==> src/rtl/refill_pkg.sv <==
package refill_pkg;
  typedef enum logic [1:0] {
    ST_IDLE = 2'd0,
    ST_REQ  = 2'd1,
    ST_WAIT = 2'd2
  } fill_state_e;
endpackage

==> src/rtl/refill_order.sv <==
module refill_order #(
  parameter int unsigned BEATS  = 4,
  localparam int unsigned BIDX_W = $clog2(BEATS)
) (
  input  logic              clk_i,
  input  logic              rst_ni,
  input  logic              load_i,
  input  logic [BIDX_W-1:0] start_i,
  input  logic              cwf_i,
  input  logic              step_i,
  output logic [BIDX_W-1:0] beat_o,
  output logic              last_o
);
  logic [BIDX_W-1:0] base_q, cnt_q;
  logic              cwf_q;
  logic [BIDX_W:0]   sum;

  always_ff @(posedge clk_i or negedge rst_ni) begin
    if (!rst_ni) begin
      base_q <= '0;
      cnt_q  <= '0;
      cwf_q  <= 1'b0;
    end else if (load_i) begin
      base_q <= start_i;
      cnt_q  <= '0;
      cwf_q  <= cwf_i;
    end else if (step_i) begin
      cnt_q  <= cnt_q + 1'b1;
    end
  end

  // wrap offset walk around the line
  always_comb begin
    sum = {1'b0, base_q} + {1'b0, cnt_q};
    if (sum >= (BIDX_W+1)'(BEATS)) sum = sum - (BIDX_W+1)'(BEATS);
  end

  assign beat_o = cwf_q ? sum[BIDX_W-1:0] : cnt_q;
  assign last_o = (cnt_q == BIDX_W'(BEATS-1));
endmodule

==> src/rtl/refill_fsm.sv <==
module refill_fsm
  import refill_pkg::*;
(
  input  logic clk_i,
  input  logic rst_ni,
  input  logic miss_valid_i,
  input  logic req_ready_i,
  input  logic rsp_valid_i,
  input  logic last_i,
  output logic miss_ready_o,
  output logic load_o,
  output logic req_valid_o,
  output logic take_o
);
  fill_state_e state_q, state_d;

  always_ff @(posedge clk_i or negedge rst_ni) begin
    if (!rst_ni) state_q <= ST_IDLE;
    else         state_q <= state_d;
  end

  always_comb begin
    state_d = state_q;
    unique case (state_q)
      ST_IDLE: if (miss_valid_i) state_d = ST_REQ;
      ST_REQ:  if (req_ready_i)  state_d = ST_WAIT;
      ST_WAIT: if (rsp_valid_i)  state_d = last_i ? ST_IDLE : ST_REQ;
      default: state_d = ST_IDLE;
    endcase
  end

  assign miss_ready_o = (state_q == ST_IDLE);
  assign load_o       = miss_ready_o && miss_valid_i;
  assign req_valid_o  = (state_q == ST_REQ);
  assign take_o       = (state_q == ST_WAIT) && rsp_valid_i;
endmodule

==> src/rtl/refill_capture.sv <==
module refill_capture #(
  parameter int unsigned WORD_W = 32,
  parameter int unsigned WPB    = 2,
  parameter int unsigned BEATS  = 4,
  parameter int unsigned TAG_W  = 20,
  localparam int unsigned BIDX_W = $clog2(BEATS),
  localparam int unsigned SUB_W  = (WPB > 1) ? $clog2(WPB) : 1,
  localparam int unsigned BEAT_W = WORD_W * WPB
) (
  input  logic              clk_i,
  input  logic              rst_ni,
  input  logic              load_i,
  input  logic [TAG_W-1:0]  tag_i,
  input  logic [BIDX_W-1:0] crit_beat_i,
  input  logic [SUB_W-1:0]  crit_sub_i,
  input  logic              take_i,
  input  logic              last_i,
  input  logic [BIDX_W-1:0] beat_i,
  input  logic [BEAT_W-1:0] data_i,
  output logic              line_we_o,
  output logic [BIDX_W-1:0] line_beat_o,
  output logic [BEAT_W-1:0] line_data_o,
  output logic              line_valid_o,
  output logic [TAG_W-1:0]  line_tag_o,
  output logic              restart_o,
  output logic [WORD_W-1:0] restart_data_o,
  output logic              fill_done_o
);
  logic [BIDX_W-1:0] crit_beat_q;
  logic [SUB_W-1:0]  crit_sub_q;
  logic [WORD_W-1:0] words [WPB];

  for (genvar i = 0; i < WPB; i++) begin : g_split
    assign words[i] = data_i[i*WORD_W +: WORD_W];
  end

  always_ff @(posedge clk_i or negedge rst_ni) begin
    if (!rst_ni) begin
      crit_beat_q <= '0;
      crit_sub_q  <= '0;
      line_tag_o  <= '0;
    end else if (load_i) begin
      crit_beat_q <= crit_beat_i;
      crit_sub_q  <= crit_sub_i;
      line_tag_o  <= tag_i;
    end
  end

  always_ff @(posedge clk_i or negedge rst_ni) begin
    if (!rst_ni) begin
      line_we_o      <= 1'b0;
      line_beat_o    <= '0;
      line_data_o    <= '0;
      restart_o      <= 1'b0;
      restart_data_o <= '0;
      fill_done_o    <= 1'b0;
      line_valid_o   <= 1'b0;
    end else begin
      line_we_o   <= take_i;
      restart_o   <= take_i && (beat_i == crit_beat_q);
      fill_done_o <= take_i && last_i;
      if (take_i) begin
        line_beat_o <= beat_i;
        line_data_o <= data_i;
        if (beat_i == crit_beat_q) restart_data_o <= words[crit_sub_q];
      end
      if (load_i)                line_valid_o <= 1'b0;
      else if (take_i && last_i) line_valid_o <= 1'b1;
    end
  end
endmodule

==> src/rtl/refill_cwf_ctrl.sv <==
module refill_cwf_ctrl #(
  parameter int unsigned WORD_W = 32,
  parameter int unsigned WORDS  = 8,
  parameter int unsigned WPB    = 2,
  parameter int unsigned TAG_W  = 20,
  localparam int unsigned BEATS  = WORDS / WPB,
  localparam int unsigned OFF_W  = $clog2(WORDS),
  localparam int unsigned BIDX_W = $clog2(BEATS),
  localparam int unsigned SUB_W  = (WPB > 1) ? $clog2(WPB) : 1,
  localparam int unsigned BEAT_W = WORD_W * WPB
) (
  input  logic              clk_i,
  input  logic              rst_ni,
  input  logic              miss_valid_i,
  output logic              miss_ready_o,
  input  logic [TAG_W-1:0]  miss_tag_i,
  input  logic [OFF_W-1:0]  miss_word_i,
  input  logic              mode_cwf_i,
  output logic              mem_req_valid_o,
  input  logic              mem_req_ready_i,
  output logic [BIDX_W-1:0] mem_req_beat_o,
  input  logic              mem_rsp_valid_i,
  input  logic [BEAT_W-1:0] mem_rsp_data_i,
  output logic              line_we_o,
  output logic [BIDX_W-1:0] line_beat_o,
  output logic [BEAT_W-1:0] line_data_o,
  output logic              line_valid_o,
  output logic [TAG_W-1:0]  line_tag_o,
  output logic              restart_o,
  output logic [WORD_W-1:0] restart_data_o,
  output logic              fill_done_o
);
  logic              load, take, last;
  logic [BIDX_W-1:0] beat, crit_beat;
  logic [SUB_W-1:0]  crit_sub;

  assign crit_beat = BIDX_W'(miss_word_i / OFF_W'(WPB));
  assign crit_sub  = SUB_W'(miss_word_i % OFF_W'(WPB));

  refill_fsm u_fsm (
    .clk_i       (clk_i),
    .rst_ni      (rst_ni),
    .miss_valid_i(miss_valid_i),
    .req_ready_i (mem_req_ready_i),
    .rsp_valid_i (mem_rsp_valid_i),
    .last_i      (last),
    .miss_ready_o(miss_ready_o),
    .load_o      (load),
    .req_valid_o (mem_req_valid_o),
    .take_o      (take)
  );

  refill_order #(.BEATS(BEATS)) u_order (
    .clk_i  (clk_i),
    .rst_ni (rst_ni),
    .load_i (load),
    .start_i(crit_beat),
    .cwf_i  (mode_cwf_i),
    .step_i (take),
    .beat_o (beat),
    .last_o (last)
  );

  assign mem_req_beat_o = beat;

  refill_capture #(
    .WORD_W(WORD_W), .WPB(WPB), .BEATS(BEATS), .TAG_W(TAG_W)
  ) u_cap (
    .clk_i         (clk_i),
    .rst_ni        (rst_ni),
    .load_i        (load),
    .tag_i         (miss_tag_i),
    .crit_beat_i   (crit_beat),
    .crit_sub_i    (crit_sub),
    .take_i        (take),
    .last_i        (last),
    .beat_i        (beat),
    .data_i        (mem_rsp_data_i),
    .line_we_o     (line_we_o),
    .line_beat_o   (line_beat_o),
    .line_data_o   (line_data_o),
    .line_valid_o  (line_valid_o),
    .line_tag_o    (line_tag_o),
    .restart_o     (restart_o),
    .restart_data_o(restart_data_o),
    .fill_done_o   (fill_done_o)
  );
endmodule

==> config.mk <==
export PLATFORM = sky130hd
export DESIGN_NAME = refill_cwf_ctrl
export DESIGN_NICKNAME = d
export VERILOG_FILES = /design/src/rtl/refill_pkg.sv /design/src/rtl/refill_order.sv /design/src/rtl/refill_fsm.sv /design/src/rtl/refill_capture.sv /design/src/rtl/refill_cwf_ctrl.sv
export SDC_FILE = /design/constraint.sdc
export NUM_CORES = 1
export LEC_CHECK = 0
export BUFFER_PORTS_ARGS = -buffer_cell sky130_fd_sc_hd__buf_2
export CAP_MARGIN = 10
export CORE_ASPECT_RATIO = 0.75
export CORE_MARGIN = 10
export CORE_UTILIZATION = 24
export CTS_BUF_LIST = sky130_fd_sc_hd__clkbuf_8
export DETAILED_ROUTE_END_ITERATION = 8
export GPL_TIMING_DRIVEN = 0
export PLACE_DENSITY = 0.43
export SYNTH_ARGS = -nofsm -noshare
export SYNTH_HDL_FRONTEND = slang
export SYNTH_SLANG_ARGS = --single-unit
export TNS_END_PERCENT = 100
==> constraint.sdc <==
create_clock -name clk_i -period 2.2 [get_ports clk_i]
set_clock_uncertainty 0.1 [all_clocks]
set_input_delay 0.11 -clock clk_i [delete_from_list [all_inputs] [get_ports clk_i]]
set_output_delay 0.11 -clock clk_i [all_outputs]
set_load 0.02 [all_outputs]
==> flow_metrics.py <==
metrics = {
    "run_status": {
        "status": "complete, no violations",
    },
    "power": {
        "combPwrFrac_pct": 46.6,
        "p_int_w": 0.006549,
        "power.density_nw_per_um2": 1373,
        "pwr-share-clk_pct": 17.0,
        "swShare_pct": 41.69,
        "p_switching_w": 0.004682,
        "ir_drop_v": 0.0006963,
        "p_leak_nw": 4.252,
        "pwr-share-seq_pct": 36.4,
    },
    "layout": {
        "fillCellCount": 2194,
        "diodes": 0,
        "final_common_cell": "buf_2",
        "fin_nets": 900,
        "final_cell_mix": "buf_2 (223), nand2_1 (198), dfrtp_1 (129), dlygate4sd3_1 (93), mux2_2 (87)",
        "utilization_pct": 37.29,
        "area_growth_syn_to_layout_pct": 54.09,
        "drive_above_1_share_pct": 43.64,
    },
    "grt": {
        "grt_pass1_vias": 5175,
        "grt_max_degree": 70,
        "grt_pass1_wl_mm": 29.81,
        "antenna_found_initial": 0,
        "grt_remaining_overflow": 0,
        "gr-usage-all-layers_pct": 13.51,
    },
    "critical_path": {
        "reg2reg_to": "u_cap.restart_data_o[14]",
        "cp.required_ns": 2.41,
        "r2r_start": "u_order.base_q[0]",
        "arrival_ns": 2.32,
        "r2r_cells": 7,
        "critical_path_class": "reg2reg",
        "cp-startpoint": "u_order.base_q[0]",
        "crit_chain": "ha_1 > mux2i_2 > xnor2_2 > nor3_4 > buf_12 > buf_8 > mux2_2",
        "crit_family": "multiplexers",
        "critPathMaxFanout": 10,
        "end_kind": "flip-flop",
        "rrSetupSlack_ns": 0.1,
        "critPathMaxStageDelay_ns": 0.44,
        "path_buf_inv": 2,
        "critPathLaunchType": "flip-flop",
        "slowest_stage": "dfrtp_2",
    },
    "sta": {
        "worstMarginPinSlew_ns": 0.6271,
        "period_minus_slack_ns": 2.105,
        "max_freq_ghz": 0.4751,
        "setup_violations": 0,
        "hold_viol_final": 0,
        "slew_viol_final": 0,
        "maxSlewHeadroom_pct": 58.19,
        "fin_crit_sh_pct": 95.67,
        "whs_ns": 0.1166,
    },
    "synthesis": {
        "synthCells": 470,
        "ys_top_cells_by_area": "dfrtp_1 (61%), mux2_2 (18%), nand2_1 (14%)",
        "synth.cell_area_um2": 5309,
        "synth.avg_cell_area_um2": 11.30,
        "yosys.area.top_type": "dfrtp_1",
        "ys_warn_count": 0,
        "synth_seq_cells": 130,
        "synth_top_area_share_pct": 61.28,
        "ys_seq_area_share_pct": 61.28,
        "syn_nets": 565,
        "synth_cell_types": 21,
    },
    "floorplanning": {
        "initial_core_util_pct": 24.20,
        "core_um2": 21930,
        "rows": 47,
        "die_x_um": 191.7,
        "pin_count": 219,
        "dieArea_um2": 28530,
        "fp.dieH_um": 148.8,
    },
    "clock_tree": {
        "cts_tree": "yes",
        "clkTransAtPathRegs_ns": 0.07,
        "cts_root_buf": "clkbuf_8",
        "clock_latency_ns": 0.43,
        "cts.htree.levels": 4,
        "cts.sinks": 130,
        "clk_path_buf_depth": 2,
        "cts_made_buffers": 17,
    },
    "drt": {
        "wl_per_cell_um": 17.02,
        "first_iter_violations": 166,
        "routed_wl_mm": 18.93,
        "ant_nets": 0,
        "num_vias": 4560,
        "first_pass_iters": 4,
        "drc": 0,
        "vias_per_cell": 4.101,
    },
    "place": {
        "hpwlAfterDp_mm": 13.79,
        "numPortBuffers": 218,
        "gp_congestion": 0.7487,
    },
    "job": {
        "cap_viol_max_count": 0,
    },
    "min_path": {
        "min_path_type": "in2async",
    },
}
==> cells in the mapped netlist <==
| master | count |
|---|---|
| nand2_1 | 199 |
| dfrtp_1 | 130 |
| mux2_2 | 87 |
| clkbuf_1 | 15 |
| nor2_1 | 5 |
| buf_2 | 4 |
| o21ai_0 | 4 |
| xnor2_1 | 4 |
| buf_6 | 3 |
| a21oi_1 | 2 |
| buf_1 | 2 |
| ha_1 | 2 |
| inv_1 | 2 |
| mux2_1 | 2 |
| mux2i_1 | 2 |
| nor2b_1 | 2 |
| and2_1 | 1 |
| clkinv_1 | 1 |
| nand3_1 | 1 |
| nor3_4 | 1 |
| xor2_1 | 1 |
==> worst reg2reg max path, cell delays in order (launching register included) <==
cell	delay, ns
dfrtp_2	0.44
ha_1	0.30
mux2i_2	0.23
xnor2_2	0.11
nor3_4	0.15
buf_12	0.15
buf_8	0.15
mux2_2	0.35
==> metrics by stage <==
| step | power (W) | cells | cell area (µm²) | setup WS, ns | TNS, ns |
|---|---|---|---|---|---|
| 6_report | 0.01123 | 1112 | 8180 | 0.09516 | 0 |
| 5_1_grt | 0.01207 | 1112 | 8180 | -0.01778 | -0.07462 |
| 4_1_cts | 0.01141 | 1111 | 8145 | 0.01481 | 0 |
| 3_5_place_dp | 0.009192 | 983 | 6802 | -0.2217 | -8.250 |
| 3_3_place_gp | 0.009081 | 982 | 6768 | -0.8358 | -115.16 |
| 2_1_floorplan | 0.007168 | 470 | 5309 | 0.1771 | 0 |
==> how the worst max path moves through the flow <==
stage	to	slack, ns	cells past startpoint
finish	u_cap.restart_data_o[14]	0.1	7
global route	u_cap.restart_data_o[23]	-0.02	7
CTS	u_cap.restart_data_o[21]	0.01	4
detailed placement	u_cap.restart_data_o[7]	-0.22	6
global placement	u_cap.line_tag_o[6]	-0.84	1
floorplan	u_cap.restart_data_o[22]	0.18	6
==> layer usage <==
layer,GRT usage (%),part of all wire (%)
met4,2.728,0.70
met2,22.33,48
met5,0,0
met1,15.99,42
met3,5.911,8.7
==> flip-flops by register name (all words and copies together) (netlist names), 2 cells and up <==
register              flops
u_cap.line_data_o        64
u_cap.restart_data_o     32
u_cap.line_tag_o         20
u_cap.line_beat_o         2
u_fsm.state_q             2
u_order.base_q            2
u_order.cnt_q             2
==> power groups by stage <==
stage          combinational (W)  clock [W]  sequential, W
2_1_floorplan            0.00186          0        0.00530
3_3_place_gp             0.00502          0        0.00406
3_5_place_dp             0.00508          0        0.00411
4_1_cts                  0.00531    0.00201        0.00409
5_1_grt                  0.00573    0.00212        0.00423
6_report                 0.00524    0.00191        0.00409
==> final cells by class <==
class | count | area (µm²) | area share, %
Tap cell | 294 | 367.9 | 4.497
Clock buffer | 17 | 234.0 | 2.860
Inverter | 3 | 12.51 | 0.1530
Timing Repair Buffer | 316 | 2098 | 25.65
Multi-Input combinational cell | 313 | 1941 | 23.72
Buffer | 24 | 142.6 | 1.744
Clock inverter | 15 | 130.1 | 1.591
Sequential cell | 130 | 3254 | 39.78
==> logic make-up after synthesis <==
kind of cell / synth area share (%)
AND/OR/NAND/NOR: 15.18
adder cells (fa/ha/maj): 0.4713
multiplexers: 19.26
flip-flops: 61.28
AO/OA/AOI/OAI: 0.5657
XOR/XNOR: 0.8249
buffers and inverters: 2.427
==> repair_timing <==
item	CTS	global route
endpoints found under the setup margin	49	47
cloned	0	0
gates resized for setup	7	12
hold buffers	93	0
pin swaps	1	1
endpoints found under the hold margin	183	0
setup buffers	3	1
No activity file was read; power rests on OpenSTA's default activity.
